===== src/rtl/otw_pkg.sv =====
package otw_pkg;
  // Minimum window size is 1 MiB
  localparam int MIB_SHIFT    = 20;
  localparam int SIZE_W       = 3;
  localparam int XLATE_EN_BIT = 1;
  // Register byte offsets; the window block stride is 8 bytes (low, high)
  localparam int CMD_OFS      = 'h004;
  localparam int SIZE_OFS     = 'h030;
  localparam int WIN_OFS      = 'h200;
  localparam int WIN_STRIDE_SH = 3;
endpackage


===== src/rtl/otw_regs.sv =====
module otw_regs
  import otw_pkg::*;
#(
  parameter int NUM_WIN   = 32,
  parameter int DW        = 32,
  parameter int AW        = 12,
  parameter int WIN_IDX_W = $clog2(NUM_WIN)
) (
  input  logic                 clk,
  input  logic                 rst,
  input  logic                 reg_wr,
  input  logic                 reg_rd,
  input  logic [AW-1:0]        reg_addr,
  input  logic [DW-1:0]        reg_wdata,
  output logic [DW-1:0]        reg_rdata,
  input  logic [WIN_IDX_W-1:0] lk_idx,
  output logic                 lk_en,
  output logic [DW-1:0]        lk_lo,
  output logic [DW-1:0]        lk_hi,
  output logic                 glob_en,
  output logic [SIZE_W-1:0]    size_idx
);
  localparam int WIN_SPAN = NUM_WIN << WIN_STRIDE_SH;

  logic [DW-1:0]     cmd_q;
  logic [SIZE_W-1:0] size_q;
  logic [NUM_WIN-1:0] en_q;
  // Offset words kept in reset-free arrays so they map to distributed RAM
  logic [DW-1:1] lo_mem [NUM_WIN];
  logic [DW-1:0] hi_mem [NUM_WIN];

  logic [AW-1:0]        rel;
  logic                 in_win;
  logic [WIN_IDX_W-1:0] a_idx;
  logic                 a_hi;
  logic [DW-1:0]        rd_val;

  assign rel    = reg_addr - AW'(WIN_OFS);
  assign in_win = (reg_addr >= AW'(WIN_OFS)) && (reg_addr < AW'(WIN_OFS + WIN_SPAN));
  assign a_idx  = rel[WIN_STRIDE_SH +: WIN_IDX_W];
  assign a_hi   = rel[2];

  always_ff @(posedge clk) begin
    if (reg_wr && in_win) begin
      if (a_hi) hi_mem[a_idx] <= reg_wdata;
      else      lo_mem[a_idx] <= reg_wdata[DW-1:1];
    end
  end

  always_comb begin
    rd_val = '0;
    if (reg_addr == AW'(CMD_OFS))       rd_val = cmd_q;
    else if (reg_addr == AW'(SIZE_OFS)) rd_val = DW'(size_q);
    else if (in_win)
      rd_val = a_hi ? hi_mem[a_idx] : {lo_mem[a_idx], en_q[a_idx]};
  end

  always_ff @(posedge clk) begin
    if (rst) begin
      cmd_q     <= '0;
      size_q    <= '0;
      en_q      <= '0;
      reg_rdata <= '0;
    end else begin
      reg_rdata <= reg_rd ? rd_val : '0;
      if (reg_wr) begin
        if (reg_addr == AW'(CMD_OFS))  cmd_q  <= reg_wdata;
        if (reg_addr == AW'(SIZE_OFS)) size_q <= reg_wdata[SIZE_W-1:0];
        if (in_win && !a_hi)           en_q[a_idx] <= reg_wdata[0];
      end
    end
  end

  assign lk_en    = en_q[lk_idx];
  assign lk_lo    = {lo_mem[lk_idx], 1'b0};
  assign lk_hi    = hi_mem[lk_idx];
  assign glob_en  = cmd_q[XLATE_EN_BIT];
  assign size_idx = size_q;
endmodule


===== src/rtl/otw_index.sv =====
module otw_index
  import otw_pkg::*;
#(
  parameter int          NUM_WIN     = 32,
  parameter int          LA_W        = 32,
  parameter logic [31:0] REGION_BASE = 32'h4000_0000,
  parameter int          WIN_IDX_W   = $clog2(NUM_WIN)
) (
  input  logic [LA_W-1:0]      addr,
  input  logic [SIZE_W-1:0]    size_idx,
  output logic [WIN_IDX_W-1:0] win_idx,
  output logic                 in_span,
  output logic [LA_W-1:0]      mask,
  output logic [LA_W-1:0]      ofs
);
  localparam int SH_W = $clog2(LA_W) + 1;

  logic [LA_W-1:0] diff;
  logic [LA_W-1:0] quo;
  logic [SH_W-1:0] sh;
  logic            below;

  always_comb begin
    diff    = addr - LA_W'(REGION_BASE);
    below   = addr < LA_W'(REGION_BASE);
    sh      = SH_W'(MIB_SHIFT) + SH_W'(size_idx);
    quo     = diff >> sh;
    mask    = ~({LA_W{1'b1}} << sh);
    in_span = !below && (quo < LA_W'(NUM_WIN));
    win_idx = quo[WIN_IDX_W-1:0];
    ofs     = diff & mask;
  end
endmodule


===== src/rtl/otw_compose.sv =====
module otw_compose #(
  parameter int LA_W = 32,
  parameter int HI_W = 32
) (
  input  logic                 clk,
  input  logic                 rst,
  input  logic                 req_valid,
  input  logic                 glob_en,
  input  logic                 in_span,
  input  logic                 win_en,
  input  logic [LA_W-1:0]      lo,
  input  logic [HI_W-1:0]      hi,
  input  logic [LA_W-1:0]      mask,
  input  logic [LA_W-1:0]      ofs,
  output logic                 rsp_valid,
  output logic                 rsp_hit,
  output logic                 rsp_miss,
  output logic                 rsp_off,
  output logic [HI_W+LA_W-1:0] rsp_addr
);
  logic hit_n;
  assign hit_n = glob_en && in_span && win_en;

  always_ff @(posedge clk) begin
    if (rst) begin
      rsp_valid <= 1'b0;
      rsp_hit   <= 1'b0;
      rsp_miss  <= 1'b0;
      rsp_off   <= 1'b0;
      rsp_addr  <= '0;
    end else begin
      rsp_valid <= req_valid;
      rsp_hit   <= req_valid && hit_n;
      rsp_miss  <= req_valid && !hit_n;
      rsp_off   <= req_valid && !glob_en;
      rsp_addr  <= (req_valid && hit_n) ? {hi, (lo & ~mask) | ofs} : '0;
    end
  end
endmodule


===== src/rtl/otw_xlate.sv =====
module otw_xlate
  import otw_pkg::*;
#(
  parameter int          NUM_WIN     = 32,
  parameter int          DW          = 32,
  parameter int          RAW         = 12,
  parameter logic [31:0] REGION_BASE = 32'h4000_0000
) (
  input  logic            clk,
  input  logic            rst,
  input  logic            reg_wr,
  input  logic            reg_rd,
  input  logic [RAW-1:0]  reg_addr,
  input  logic [DW-1:0]   reg_wdata,
  output logic [DW-1:0]   reg_rdata,
  input  logic            req_valid,
  input  logic [DW-1:0]   req_addr,
  output logic            rsp_valid,
  output logic            rsp_hit,
  output logic            rsp_miss,
  output logic            rsp_xlate_off,
  output logic [2*DW-1:0] rsp_addr
);
  localparam int WIN_IDX_W = $clog2(NUM_WIN);

  logic [WIN_IDX_W-1:0] win_idx;
  logic                 in_span;
  logic [DW-1:0]        mask, ofs, lk_lo, lk_hi;
  logic                 lk_en, glob_en;
  logic [SIZE_W-1:0]    size_idx;

  otw_regs #(.NUM_WIN(NUM_WIN), .DW(DW), .AW(RAW), .WIN_IDX_W(WIN_IDX_W)) u_regs (
    .clk(clk), .rst(rst), .reg_wr(reg_wr), .reg_rd(reg_rd), .reg_addr(reg_addr),
    .reg_wdata(reg_wdata), .reg_rdata(reg_rdata), .lk_idx(win_idx), .lk_en(lk_en),
    .lk_lo(lk_lo), .lk_hi(lk_hi), .glob_en(glob_en), .size_idx(size_idx)
  );

  otw_index #(.NUM_WIN(NUM_WIN), .LA_W(DW), .REGION_BASE(REGION_BASE),
              .WIN_IDX_W(WIN_IDX_W)) u_index (
    .addr(req_addr), .size_idx(size_idx), .win_idx(win_idx), .in_span(in_span),
    .mask(mask), .ofs(ofs)
  );

  otw_compose #(.LA_W(DW), .HI_W(DW)) u_compose (
    .clk(clk), .rst(rst), .req_valid(req_valid), .glob_en(glob_en), .in_span(in_span),
    .win_en(lk_en), .lo(lk_lo), .hi(lk_hi), .mask(mask), .ofs(ofs),
    .rsp_valid(rsp_valid), .rsp_hit(rsp_hit), .rsp_miss(rsp_miss),
    .rsp_off(rsp_xlate_off), .rsp_addr(rsp_addr)
  );
endmodule


===== config.mk =====
export PLATFORM = sky130hd
export DESIGN_NAME = otw_xlate
export DESIGN_NICKNAME = d
export VERILOG_FILES = /design/src/rtl/otw_pkg.sv /design/src/rtl/otw_regs.sv /design/src/rtl/otw_index.sv /design/src/rtl/otw_compose.sv /design/src/rtl/otw_xlate.sv
export SDC_FILE = /design/constraint.sdc
export NUM_CORES = 2
export LEC_CHECK = 0
export BUFFER_PORTS_ARGS = -buffer_cell sky130_fd_sc_hd__buf_2
export CORE_MARGIN = 1.5
export CORE_UTILIZATION = 64
export CTS_CLUSTER_DIAMETER = 120
export DETAILED_ROUTE_END_ITERATION = 16
export PLACE_DENSITY_LB_ADDON = 0.12
export REMOVE_ABC_BUFFERS = 1
export SLEW_MARGIN = 20
export SYNTH_ARGS = -nofsm -noshare
export SYNTH_HDL_FRONTEND = slang
export SYNTH_SLANG_ARGS = --single-unit

===== constraint.sdc =====
create_clock -name clk -period 12.55 [get_ports clk]
set_input_delay 1.255 -clock clk [delete_from_list [all_inputs] [get_ports clk]]
set_output_delay 1.255 -clock clk [all_outputs]
set_load 0.03 [all_outputs]

==> results.ini <==
[route]
drcViolationCount=1
vias=64550
first_iter_violations=10760
via_per_inst=7.428
first_pass_iters=12
routed_wl_um=305100
wl_per_cell_um=35.11
ant_nets=0

[grt]
grt_pass1_vias=62310
grt_pass1_wl_um=433200
grt_usage_pct=40.03
grt-ovfl-total=0
antenna_found_initial=9
grtUsageMet1_pct=54.13
grt_max_degree=196
gr-usage-met2_pct=59.00
gr-usage-met3_pct=12.04
grt.busiest_layer=met2

[logic_synthesis]
yosysTopAreaCell=edfxtp_1
synth_area_leaders=edfxtp_1 63%, mux4_2 13%, nand2_1 5.1%, dfxtp_1 3.5%, a311oi_1 2.4%
syn_inst=6457
ys_seq_area_share_pct=66.56
synthArstFlopShare_pct=0
syn_avg_cell_area_um2=14.86
synth-edff-count=2016
synth_flop_cell=edfxtp_1
synth_cell_types=59
ys_seq_elements=2183
synth_top_area_share_pct=63.07
ys_warn_count=0
syn-cell-area_um2=95980

[sta]
fin_crit_ps=5927
grt_setup_unrepaired=false
fmax_mhz=168.7
worst_pin_slew_ps=1141
slew_headroom_pct=23.74
fin_skew_ps=48.93
fin_setup_tns_ps=0
setup_violations=0
setup_slack_ps=6623
finalHoldViolCount=0
slew_viol_final=0
min_period_over_period_pct=47.23

[setup_path]
r2r_start=u_regs.size_idx[1]
cp-startpoint=u_regs.size_idx[1]
critical_path_class=flip-flop to flip-flop
endpoint_kind=flip-flop
r2r-end=u_compose.rsp_addr[36]
crit_chain=buf_4, mux4_2, nand2_4, nand2_4, buf_4, a211oi_1, a31oi_1, a22o_1, o41ai_4, buf_4, buf_4, a311oi_1
cp_slowest_stage_delay_ps=840
rrSetupSlack_ps=6620
slowest_stage=buf_4
crit_top_cell=buf_4
cp_num_buf_inv=4
worst_ep_arrival_time_ps=6610
cp-start-kind=flip-flop
required_ps=13230
reg2reg_depth=12
path_max_fanout=59
cp_top_family=buffers and inverters

[placement]
hpwl_um=164000
gp_congestion=0.9150
portBuffers=180
placedCellCount=8281
dpl_cell_area_um2=99410
post-place-ws_ps=6239

[final_layout]
fin_nets=6579
syn2layout_area_growth_pct=11.13
final_cell_count_no_fill=8691
final_area_um2=106700
drive_above_1_share_pct=20.42
mostFrequentLayoutCells=2016 x edfxtp_1, 1307 x nand2_1, 535 x mux4_2
final_common_cell=edfxtp_1

[pwr]
cellLeakagePower_nw=35.30
total_power_mw=15.46
p_comb_share_pct=6.7
p_sw_share_pct=22.88
clkPwrFrac_pct=41.9
internal-power_mw=11.92
switchingPower_mw=3.538
seq_power_share_pct=51.4
ir_drop_mv=0.1450
power_per_cell_area_nw_per_um2=145.0

[hold_path]
hold_start=u_regs.cmd_q[6]
holdPathStages=2
whs_endpoint=u_regs.cmd_q[6]
min_path_type=flip-flop to flip-flop

[clocking]
root_buffer=clkbuf_16
clock_sinks=2183
cts_inserted_buffers=214
clockBufferDepth=3
cts_hold_buf=0
cts.htree.levels=4
path_clk_slew_ps=70
cts_tree=yes
clock_latency_ps=890
cts_setup_buffers=0
cts_resized=0

[floorplan]
initial_core_util_pct=64.69
die_w_um=390.3
pin_count=181
die_height_um=390.3
rows=141
core_um2=148400
die_area_um2=152300

[outcome]
status=finished with violations
violations=design-rule violations

[job]
max_cap_violations=0

==> metal layers <==
metal / share of wire (%) / vias up
li1: - / 25650
met5: 0.011 / -
met2: 45 / 5591
met1: 34 / 32220
met4: 6.1 / 6
met3: 15 / 1092
==> synth_stat cells (10+ instances only) <==
library cell  count
a22o_1           27
edfxtp_1       2016
inv_1            41
a31oi_1          87
a311oi_1        261
o221ai_1         30
mux2_2           51
mux4_2          535
nor4_1           10
o2111ai_1        21
nand3_1         213
buf_2            57
a32oi_1          34
o22a_1           39
nor3_1           28
o21ai_0         118
dfxtp_1         167
and3_1          230
mux2i_1         164
a221oi_1         17
nand2_1        1309
a22oi_1          58
buf_1            98
nor2_1          148
a21oi_1         125
a211oi_1         98
nand4_1          10
clkbuf_1        376
==> per-stage QoR <==
step	util [%]	hold WS (ps)
floorplan	-	426.1
global placement	66.98	441.1
detailed placement	67.00	449.3
CTS	71.82	457.5
global route	71.89	470.8
finish	71.89	457.1
==> worst max path at each step <==
stage	to	cells after the start
after floorplan	u_compose.rsp_miss	7
after global placement	u_compose.rsp_addr[63]	12
after detailed placement	u_compose.rsp_addr[56]	12
after CTS	u_compose.rsp_addr[36]	12
after global routing	u_compose.rsp_addr[32]	12
final	u_compose.rsp_addr[36]	12
==> kinds of logic (layout without fill, tap and decap cells) <==
group	Yosys count	in the layout	synth area share [%]
adder cells (fa/ha/maj)	1	1	0.01303
buffers and inverters	577	805	2.343
multiplexers	751	751	14.87
other	0	4	0
flip-flops	2183	2183	66.56
AND/OR/NAND/NOR	1986	1986	8.845
AO/OA/AOI/OAI	959	959	7.369
==> cell type report <==
| class | instances | area [um^2] |
|---|---|---|
| multi-input combinational | 3697 | 30470 |
| clock buffer | 291 | 6052 |
| fill | 9246 | 41710 |
| timing repair buffer | 358 | 2480 |
| tap | 2002 | 2505 |
| antenna | 4 | 10.01 |
| inverter | 43 | 166.4 |
| sequential | 2183 | 63880 |
| clock inverter | 113 | 1095 |
==> tightest hold or removal path, stage by stage, from the launching register on <==
cell and delay (ps):
dfxtp_1 310, nand2_1 50, a21oi_1 50
==> power groups by stage <==
stage / clock (mW) / combinational, mW / sequential [mW]
3_5_place_dp: 0 / 1.01 / 8.10
6_report: 6.48 / 1.04 / 7.94
4_1_cts: 6.49 / 1.01 / 7.95
2_1_floorplan: 0 / 0.635 / 8.10
3_3_place_gp: 0 / 0.988 / 8.10
5_1_grt: 6.76 / 1.08 / 7.94
==> sequential cells by signal, summed over array words and instances, names as in the netlist <==
register             cells
u_compose.rsp_addr      64
u_compose.rsp_hit        1
u_compose.rsp_miss       1
u_compose.rsp_off        1
u_compose.rsp_valid      1
u_regs.cmd_q            32
u_regs.en_q             32
u_regs.hi_mem         1024
u_regs.lo_mem          992
u_regs.reg_rdata        32
u_regs.size_idx          3
(Power assumes the default switching activity.)
